File: src/rtl/split_mul_pkg.sv
package split_mul_pkg;
    // width of the column-wise leaf multiplier
    localparam int LEAF_W = 8;
    // bits per lookahead group in the recombination adders
    localparam int GRP_W  = 4;
endpackage

File: src/rtl/smul_cla.sv
module smul_cla
    import split_mul_pkg::*;
#(
    parameter int W = 32
) (
    input  logic [W-1:0] x,
    input  logic [W-1:0] y,
    output logic [W-1:0] s
);
    localparam int NG = (W + GRP_W - 1) / GRP_W;

    logic [W-1:0]  gen_d;
    logic [W-1:0]  prop_d;
    logic [NG-1:0] grp_gen_d;
    logic [NG-1:0] grp_prop_d;

    assign gen_d  = x & y;
    assign prop_d = x ^ y;

    // group generate / propagate terms
    always_comb begin
        int idx;
        grp_gen_d  = '0;
        grp_prop_d = '0;
        for (int g = 0; g < NG; g++) begin
            grp_gen_d[g]  = 1'b0;
            grp_prop_d[g] = 1'b1;
            for (int k = 0; k < GRP_W; k++) begin
                idx = g * GRP_W + k;
                if (idx < W) begin
                    grp_gen_d[g]  = gen_d[idx] | (prop_d[idx] & grp_gen_d[g]);
                    grp_prop_d[g] = grp_prop_d[g] & prop_d[idx];
                end
            end
        end
    end

    // group carries skip across groups; bits inside a group take the group carry-in
    always_comb begin
        logic c_grp;
        logic c_bit;
        int   idx;
        s     = '0;
        c_grp = 1'b0;
        for (int g = 0; g < NG; g++) begin
            c_bit = c_grp;
            for (int k = 0; k < GRP_W; k++) begin
                idx = g * GRP_W + k;
                if (idx < W) begin
                    s[idx] = prop_d[idx] ^ c_bit;
                    c_bit  = gen_d[idx] | (prop_d[idx] & c_bit);
                end
            end
            c_grp = grp_gen_d[g] | (grp_prop_d[g] & c_grp);
        end
    end
endmodule

File: src/rtl/smul_leaf.sv
module smul_leaf
    import split_mul_pkg::*;
#(
    parameter int W = LEAF_W
) (
    input  logic [W-1:0]   a,
    input  logic [W-1:0]   b,
    output logic [2*W-1:0] p
);
    localparam int IW  = $clog2(W);
    localparam int ACW = $clog2(W) + 2;

    logic [2*W-1:0] prod_d;

    // column k sums every a[i]&b[k-i] plus the carry from column k-1
    always_comb begin
        logic [ACW-1:0] acc;
        acc    = '0;
        prod_d = '0;
        for (int k = 0; k < 2 * W - 1; k++) begin
            for (int i = 0; i < W; i++) begin
                if ((k - i >= 0) && (k - i < W)) begin
                    acc = acc + {{(ACW-1){1'b0}}, a[i] & b[IW'(k - i)]};
                end
            end
            prod_d[k] = acc[0];
            acc       = acc >> 1;
        end
        prod_d[2*W-1] = acc[0];
    end

    assign p = prod_d;
endmodule

File: src/rtl/smul_combine.sv
module smul_combine #(
    parameter int H = 16
) (
    input  logic [2*H-1:0] lo_lo,
    input  logic [2*H-1:0] hi_lo,
    input  logic [2*H-1:0] lo_hi,
    input  logic [2*H-1:0] hi_hi,
    output logic [4*H-1:0] sum
);
    logic [2*H:0]   mid_q;
    logic [4*H-1:0] base_d;
    logic [4*H-1:0] mid_shift_d;

    // the two mixed products: 2H+1 bits so the carry survives
    smul_cla #(.W(2*H+1)) u_mid (
        .x ({1'b0, hi_lo}),
        .y ({1'b0, lo_hi}),
        .s (mid_q)
    );

    always_comb begin
        base_d      = {hi_hi, lo_lo};
        mid_shift_d = {{(H-1){1'b0}}, mid_q, {H{1'b0}}};
    end

    smul_cla #(.W(4*H)) u_final (
        .x (base_d),
        .y (mid_shift_d),
        .s (sum)
    );
endmodule

File: src/rtl/smul_mid16.sv
module smul_mid16
    import split_mul_pkg::*;
#(
    parameter int W = 2 * LEAF_W
) (
    input  logic [W-1:0]   a,
    input  logic [W-1:0]   b,
    output logic [2*W-1:0] p
);
    localparam int H = W / 2;

    logic [2*H-1:0] part_q [4];

    // index bit0 picks the half of a, bit1 the half of b
    for (genvar q = 0; q < 4; q++) begin : g_part
        smul_leaf #(.W(H)) u_leaf (
            .a (a[(q % 2) * H +: H]),
            .b (b[(q / 2) * H +: H]),
            .p (part_q[q])
        );
    end

    smul_combine #(.H(H)) u_comb (
        .lo_lo (part_q[0]),
        .hi_lo (part_q[1]),
        .lo_hi (part_q[2]),
        .hi_hi (part_q[3]),
        .sum   (p)
    );
endmodule

File: src/rtl/split_mul32.sv
module split_mul32
    import split_mul_pkg::*;
#(
    parameter int W = 4 * LEAF_W
) (
    input  logic [W-1:0]   opnd_a,
    input  logic [W-1:0]   opnd_b,
    output logic [2*W-1:0] product
);
    localparam int H = W / 2;

    logic [2*H-1:0] half_q [4];

    for (genvar q = 0; q < 4; q++) begin : g_half
        smul_mid16 #(.W(H)) u_mid (
            .a (opnd_a[(q % 2) * H +: H]),
            .b (opnd_b[(q / 2) * H +: H]),
            .p (half_q[q])
        );
    end

    smul_combine #(.H(H)) u_comb (
        .lo_lo (half_q[0]),
        .hi_lo (half_q[1]),
        .lo_hi (half_q[2]),
        .hi_hi (half_q[3]),
        .sum   (product)
    );
endmodule

File: config.mk
export PLATFORM = sky130hd
export DESIGN_NAME = split_mul32
export DESIGN_NICKNAME = d
export VERILOG_FILES = /design/src/rtl/split_mul_pkg.sv /design/src/rtl/smul_cla.sv /design/src/rtl/smul_leaf.sv /design/src/rtl/smul_combine.sv /design/src/rtl/smul_mid16.sv /design/src/rtl/split_mul32.sv
export SDC_FILE = /design/constraint.sdc
export NUM_CORES = 1
export LEC_CHECK = 0
export CAP_MARGIN = 20
export CORE_MARGIN = 3
export CORE_UTILIZATION = 55
export DETAILED_ROUTE_END_ITERATION = 7
export DONT_BUFFER_PORTS = 1
export PLACE_DENSITY = 0.74
export RECOVER_POWER = 25
export SLEW_MARGIN = 20
export SYNTH_ARGS = -nofsm -noshare
export SYNTH_HDL_FRONTEND = slang
export SYNTH_SLANG_ARGS = --single-unit
export TNS_END_PERCENT = 30
File: constraint.sdc
create_clock -name vclk -period 36.7
set_input_delay 3.67 -clock vclk [all_inputs]
set_output_delay 3.67 -clock vclk [all_outputs]
set_load 0.005 [all_outputs]
==> results.tsv, run 1 <==
metric	value	unit
status	completed	
placed_cells	2456	
final_hold_viol_count	0	
grt_max_degree	33	
worstPathRequired	33.03	ns
holdCritStartpoint	opnd_a[0]	
regArea	0	um2
ctsResizeCount	0	
multi_input_area	16500	um2
synth.yosys.seq_area_share	0	
slew_headroom	0.493	
ios	128	
hp-class	input pin to output port	
yosysUniqueCellTypes	47	
start_util	0.561	
whs_path_depth	1	
grt-ovfl-total	0	
maxCapViolCount	0	
netlist_instances	2089	
worst-path-max-fanout	16	
crit_slowest_cell	a221oi_2	
design.seq.count	0	
viasPerCell	5.44	
yosysWarnings	0	
end_kind	output port	
critPathKind	input pin to output port	
drt-total-wl	42900	um
tightest_slew	0.751	ns
die_h	191	um
grt_pass1_vias	15400	
layoutNonFillerInstCount	2456	
gr-usage-all-layers	0.251	
min_period	25.66	ns
slowest_delay	0.63	ns
holdPathEnd	product[0]	
firstDrtPassIters	5	
synth.area.top_cells	fa_1 47%, ha_1 18%, inv_1 11%	
critPathArrivalTime	21.99	ns
hpwl	36200	um
finalSetupTns	0	ns
timing.critical_path.mode_cell	fa_1	
drt_iter0_drc	539	
synth_top_area_frac	0.470	
antenna_found_initial	0	
netlist_top_cells_count	539 x inv_1, 442 x fa_1, 296 x and2_1, 271 x ha_1, 231 x nand2_1	
via_count	13400	
syn_to_final_growth	1.34	%
cts_hold_buf	0	
synth_area_leader_cell	fa_1	
avgRoutedWirePerCell	17.4	um
dieArea	36500	um2
drive_above_1_share	0.00448	
nets	2787	
fmax	0.0390	GHz
syn_area	18800	um2
fillers	2986	
num_rows	67	
drv_slew	0	
post_cts_buffers	0	
postSynthNetCount	2866	
min_period_over_period	0.699	
portBuffers	0	
fp.dieW	191	um
rsz0062_at_grt	false	
diodes	0	
gp_congestion	0.864	
avgSynthCellArea	9.02	um2
yosys.cell_count.top_type	inv_1	
core_area	33600	um2
grt_pass1_wl	74500	um
cp-start-kind	input pin	
setup_violations	0	
nClkBuffers	0	
drcViolationCount	0	
postRouteAntennaNets	0	
layout by cell type (no fill, tap or decap), types with 3 or more instances in the layout:
master     Yosys  final
inv_1        539    539
fa_1         442    442
and2_1       296    294
ha_1         271    271
nand2_1      231    231
a21oi_1       28     28
xor2_1        20     20
nor3_1        20     20
xnor2_1       20     20
nor2b_1       16     16
nor2_1        13     13
o21ai_0       11     11
a21o_1        10     10
o21a_1         9      9
a211oi_1       8      8
nand4_1        7      7
o2111ai_1      5      5
or3_1          5      5
and4_1         5      5
o211ai_1       4      4
or2_2          4      4
nand3b_1       4      4
a2111oi_0      4      4
nand2b_1       3      3
nand3_1        3      3
o21ai_1        3      3
o21bai_1       3      3
critical path, delay by kind of cell:
| kind | cells | cell delay [ns] |
|---|---|---|
| adders and majority gates | 37 | 14.39 |
| AOI/OAI and AO/OA | 8 | 1.80 |
| xor gates and xnor gates | 1 | 0.27 |
| and+or+nand+nor | 3 | 0.73 |
| buffers and inverters | 15 | 1.09 |
stage by stage:
step / cell area (um2) / setup slack, ns / hold slack, ns / util
final: 19100 / 11.04 / 7.48 / 0.568
after global routing: 19100 / 10.10 / 7.48 / 0.568
after CTS: 19100 / 11.01 / 7.46 / 0.568
after detailed placement: 19100 / 11.02 / 7.46 / 0.568
after global placement: 19100 / 11.26 / 7.47 / 0.568
after floorplan: 18800 / 11.81 / 7.46 / -
metal layers:
metal	wire, um	part of all wire	track usage
met5	0	0	0
met4	834	0.019	0.0491
met3	1810	0.042	0.0174
met2	22700	0.53	0.479
met1	17600	0.41	0.315
final cells by class:
cell class                      count  share of cell area
Inverter                          540               0.106
Multi-Input combinational cell   1468               0.865
Tap cell                          448              0.0294
cells by family (layout without fill, tap and decap cells):
family                     Yosys count  in the layout  synth area share
other                                1              1          0.000199
adders and majority gates          713            713             0.649
buffers and inverters              621            540             0.124
and+or+nand+nor                    614            614             0.171
xor gates and xnor gates            40             40            0.0186
AOI/OAI and AO/OA                  100            100            0.0366
worst max path at each step:
stage          startpoint          end  cells past startpoint
3_3_place_gp   opnd_a[16]  product[51]                     64
3_5_place_dp   opnd_a[16]  product[51]                     64
4_1_cts        opnd_a[16]  product[51]                     64
6_report       opnd_a[16]  product[51]                     64
2_1_floorplan   opnd_b[1]  product[47]                     63
5_1_grt        opnd_a[16]  product[55]                     67
Power of run 1 is left out: the tool's default activity adds up to more than one toggle a clock period on the data nets, which glitch-free logic cannot reach.
==> run 2: changes to the inputs <==
==> constraint.sdc (replaced) <==
create_clock -name vclk -period 26.3
set_input_delay 2.63 -clock vclk [all_inputs]
set_output_delay 2.63 -clock vclk [all_outputs]
set_load 0.005 [all_outputs]
==> run 2 against run 1 <==
- final cell count unchanged
- sequential share of layout area did not move
- via count decreased by 0.71%
- worst hold slack worse by 2.1 ns
- sequential cell count is the same
- critical endpoint is now product[47]
- die area is the same
- wire length is essentially flat
- worst setup slack worse by 8.2 ns
- critical path depth increased by 1
- first-iteration DRC count grew 6.9%
- global-route usage fell by 0.16 points
- non-clock buffer count unchanged
==> results.tsv, run 2 (synthesis results as in run 1) <==
metric	value	unit
finalCoreUtilization	0.568	
post_cts_buffers	0	
status	completed	
fmax	0.0426	GHz
met2_length	22600	um
ios	128	
postRouteAntennaNets	0	
avgRoutedWirePerCell	17.5	um
cp-startpoint	opnd_b[1]	
final_common_cell	inv_1	
die_h	191	um
layoutNonFillerInstCount	2456	
drcViolationCount	0	
hp-class	input pin to output port	
final_cell_mix	539 x inv_1, 442 x fa_1, 294 x and2_1	
worstPathRequired	23.67	ns
finalSetupTns	0	ns
routed-wl-met3	2200	um
grt_pass1_vias	15200	
regArea	0	um2
num_rows	67	
drv_slew	0	
grt_max_degree	33	
slew_headroom	0.459	
highest_layer	met4	
fp.dieW	191	um
end_kind	output port	
viasPerCell	5.40	
cp-start-kind	input pin	
min_period	23.46	ns
maxCapViolCount	0	
hpwl	35800	um
drt_iter0_drc	576	
whs	5.39	ns
gr-usage-all-layers	0.250	
antenna_found_initial	0	
crit_slowest_cell	fa_1	
rsz0062_at_grt	false	
holdCritStartpoint	opnd_a[0]	
firstDrtPassIters	5	
slowest_delay	0.54	ns
start_util	0.561	
routedLengthMet1	17300	um
gp_congestion	0.854	
critPathArrivalTime	20.83	ns
core_area	33600	um2
drt-total-wl	42900	um
tightest_slew	0.804	ns
via_count	13300	
nets	2787	
timing.critical_path.mode_cell	fa_1	
min_period_over_period	0.892	
ctsResizeCount	0	
placed_cells	2456	
dieArea	36500	um2
final_hold_viol_count	0	
setup_violations	0	
grt_pass1_wl	73600	um
nClkBuffers	0	
portBuffers	0	
grt-ovfl-total	0	
drive_above_1_share	0.00448	
critPathKind	input pin to output port	
worst-path-max-fanout	32	
cts_hold_buf	0	
design.seq.count	0	
diodes	0	
syn_to_final_growth	1.34	%
## run 2: cell counts in the layout (fill, tap and decap cells not counted)
No cell type changed its count.
## run 2: final timing paths
kind / end / slack, ns / depth (start not counted)
max: product[47] / 2.84 / 65
min: product[0] / 5.39 / 1
## run 2: per-layer routing
layer  vias up  global-route usage
met4         0              0.0494
met3        52              0.0295
met5         -                   0
li1       5964                   -
met1      6944               0.316
met2       301               0.463
## run 2: final cells by class
| type | count | area (um2) |
|---|---|---|
| fillers | 2992 | 14500 |
| inverters | 540 | 2030 |
| multi-input cells | 1468 | 16500 |
| well taps | 448 | 561 |
## run 2: worst max-delay path: cells and delay by family
kind                       cells  cell delay (ns)
and+or+nand+nor                5             0.71
AOI/OAI and AO/OA              7             1.48
adders and majority gates     37            14.60
buffers and inverters         14             0.99
xor gates and xnor gates       2             0.41
## run 2: metrics by stage
step / cell area (um2) / worst slack, ns
CTS: 19100 / 2.71
floorplan: 18800 / 3.49
global placement: 19100 / 2.95
detailed placement: 19100 / 2.73
finish: 19100 / 2.84
global route: 19100 / 1.75
Power of run 2 is left out for the same reason.
==> run 3: changes to the inputs <==
==> constraint.sdc (replaced) <==
create_clock -name vclk -period 27.1
set_input_delay 2.71 -clock vclk [all_inputs]
set_output_delay 2.71 -clock vclk [all_outputs]
set_load 0.005 [all_outputs]
==> run 3 against run 2 <==
- first-iteration DRC count is 3.8% lower
- die area did not move
- wire length decreased by 0.78%
- utilization unchanged
- largest cell class unchanged
==> results.tsv, run 3 (synthesis results as in run 1) <==
metric	value	unit
status	completed	
gr-usage-all-layers	0.249	
grt_pass1_wl	73300	um
whs_path_depth	1	
die_h	191	um
worstPathRequired	24.39	ns
ios	128	
start_util	0.561	
min_period	23.74	ns
maxCapViolCount	0	
hpwl	35800	um
final_cell_mix	539 x inv_1, 442 x fa_1, 294 x and2_1	
drcViolationCount	0	
antenna_found_initial	0	
drt-total-wl	42500	um
dieArea	36500	um2
firstDrtPassIters	5	
holdPathEnd	product[0]	
grt_max_degree	33	
cp-start-kind	input pin	
layoutNonFillerInstCount	2456	
tightest_slew	0.700	ns
finalSetupTns	0	ns
rsz0062_at_grt	false	
gp_congestion	0.853	
slew_headroom	0.527	
core_area	33600	um2
setup_violations	0	
viasPerCell	5.41	
finalCoreUtilization	0.568	
post_cts_buffers	0	
end_kind	output port	
num_rows	67	
fmax	0.0421	GHz
nClkBuffers	0	
grt_pass1_vias	15100	
fp.dieW	191	um
cts_hold_buf	0	
drive_above_1_share	0.00448	
grt-ovfl-total	0	
crit_slowest_cell	a221oi_2	
syn_to_final_growth	1.34	%
regArea	0	um2
portBuffers	0	
final_common_cell	inv_1	
slowest_delay	0.65	ns
timing.critical_path.mode_cell	fa_1	
critPathKind	input pin to output port	
drt_iter0_drc	554	
holdCritStartpoint	opnd_b[0]	
ctsResizeCount	0	
drv_slew	0	
hp-class	input pin to output port	
fillers	2962	
design.seq.count	0	
min_period_over_period	0.876	
via_count	13300	
critPathArrivalTime	21.03	ns
diodes	0	
worst-path-max-fanout	32	
final_hold_viol_count	0	
postRouteAntennaNets	0	
nets	2787	
avgRoutedWirePerCell	17.3	um
placed_cells	2456	
[run 3: worst max-delay path by stage]
stage               start     endpoint  slack [ns]  depth (start not counted)
3_3_place_gp   opnd_a[16]  product[51]        3.58                         64
2_1_floorplan   opnd_b[1]  product[47]        4.13                         63
6_report        opnd_b[1]  product[55]        3.36                         64
3_5_place_dp   opnd_a[16]  product[51]        3.34                         64
5_1_grt        opnd_a[16]  product[55]        2.40                         67
4_1_cts        opnd_a[16]  product[51]        3.32                         64
[run 3: cell type report]
class                           count  area, um2  area share
Tap cell                          448        561      0.0294
Inverter                          540       2030       0.106
Multi-Input combinational cell   1468      16500       0.865
[run 3: metrics by stage]
step | hold WS, ns | instance area, um2 | setup slack [ns]
3_3_place_gp | 5.54 | 19100 | 3.58
2_1_floorplan | 5.54 | 18800 | 4.13
4_1_cts | 5.55 | 19100 | 3.32
3_5_place_dp | 5.55 | 19100 | 3.34
5_1_grt | 5.56 | 19100 | 2.40
6_report | 5.56 | 19100 | 3.36
[run 3: metal layers]
metal  vias to the layer above  track usage  share of wire
met5                         -            0              0
met4                         0       0.0432          0.018
met3                        54       0.0176          0.050
met2                       363        0.467           0.52
met1                      6915        0.320           0.41
li1                       5963            -              -
[run 3: critical path: cells and delay by family]
family	cells	cell delay [ns]
AO/OA/AOI/OAI	8	1.79
XOR/XNOR	1	0.20
adder cells (fa/ha/maj)	37	14.43
buffers and inverters	14	1.02
AND/OR/NAND/NOR	4	0.86
Power of run 3 is left out for the same reason.
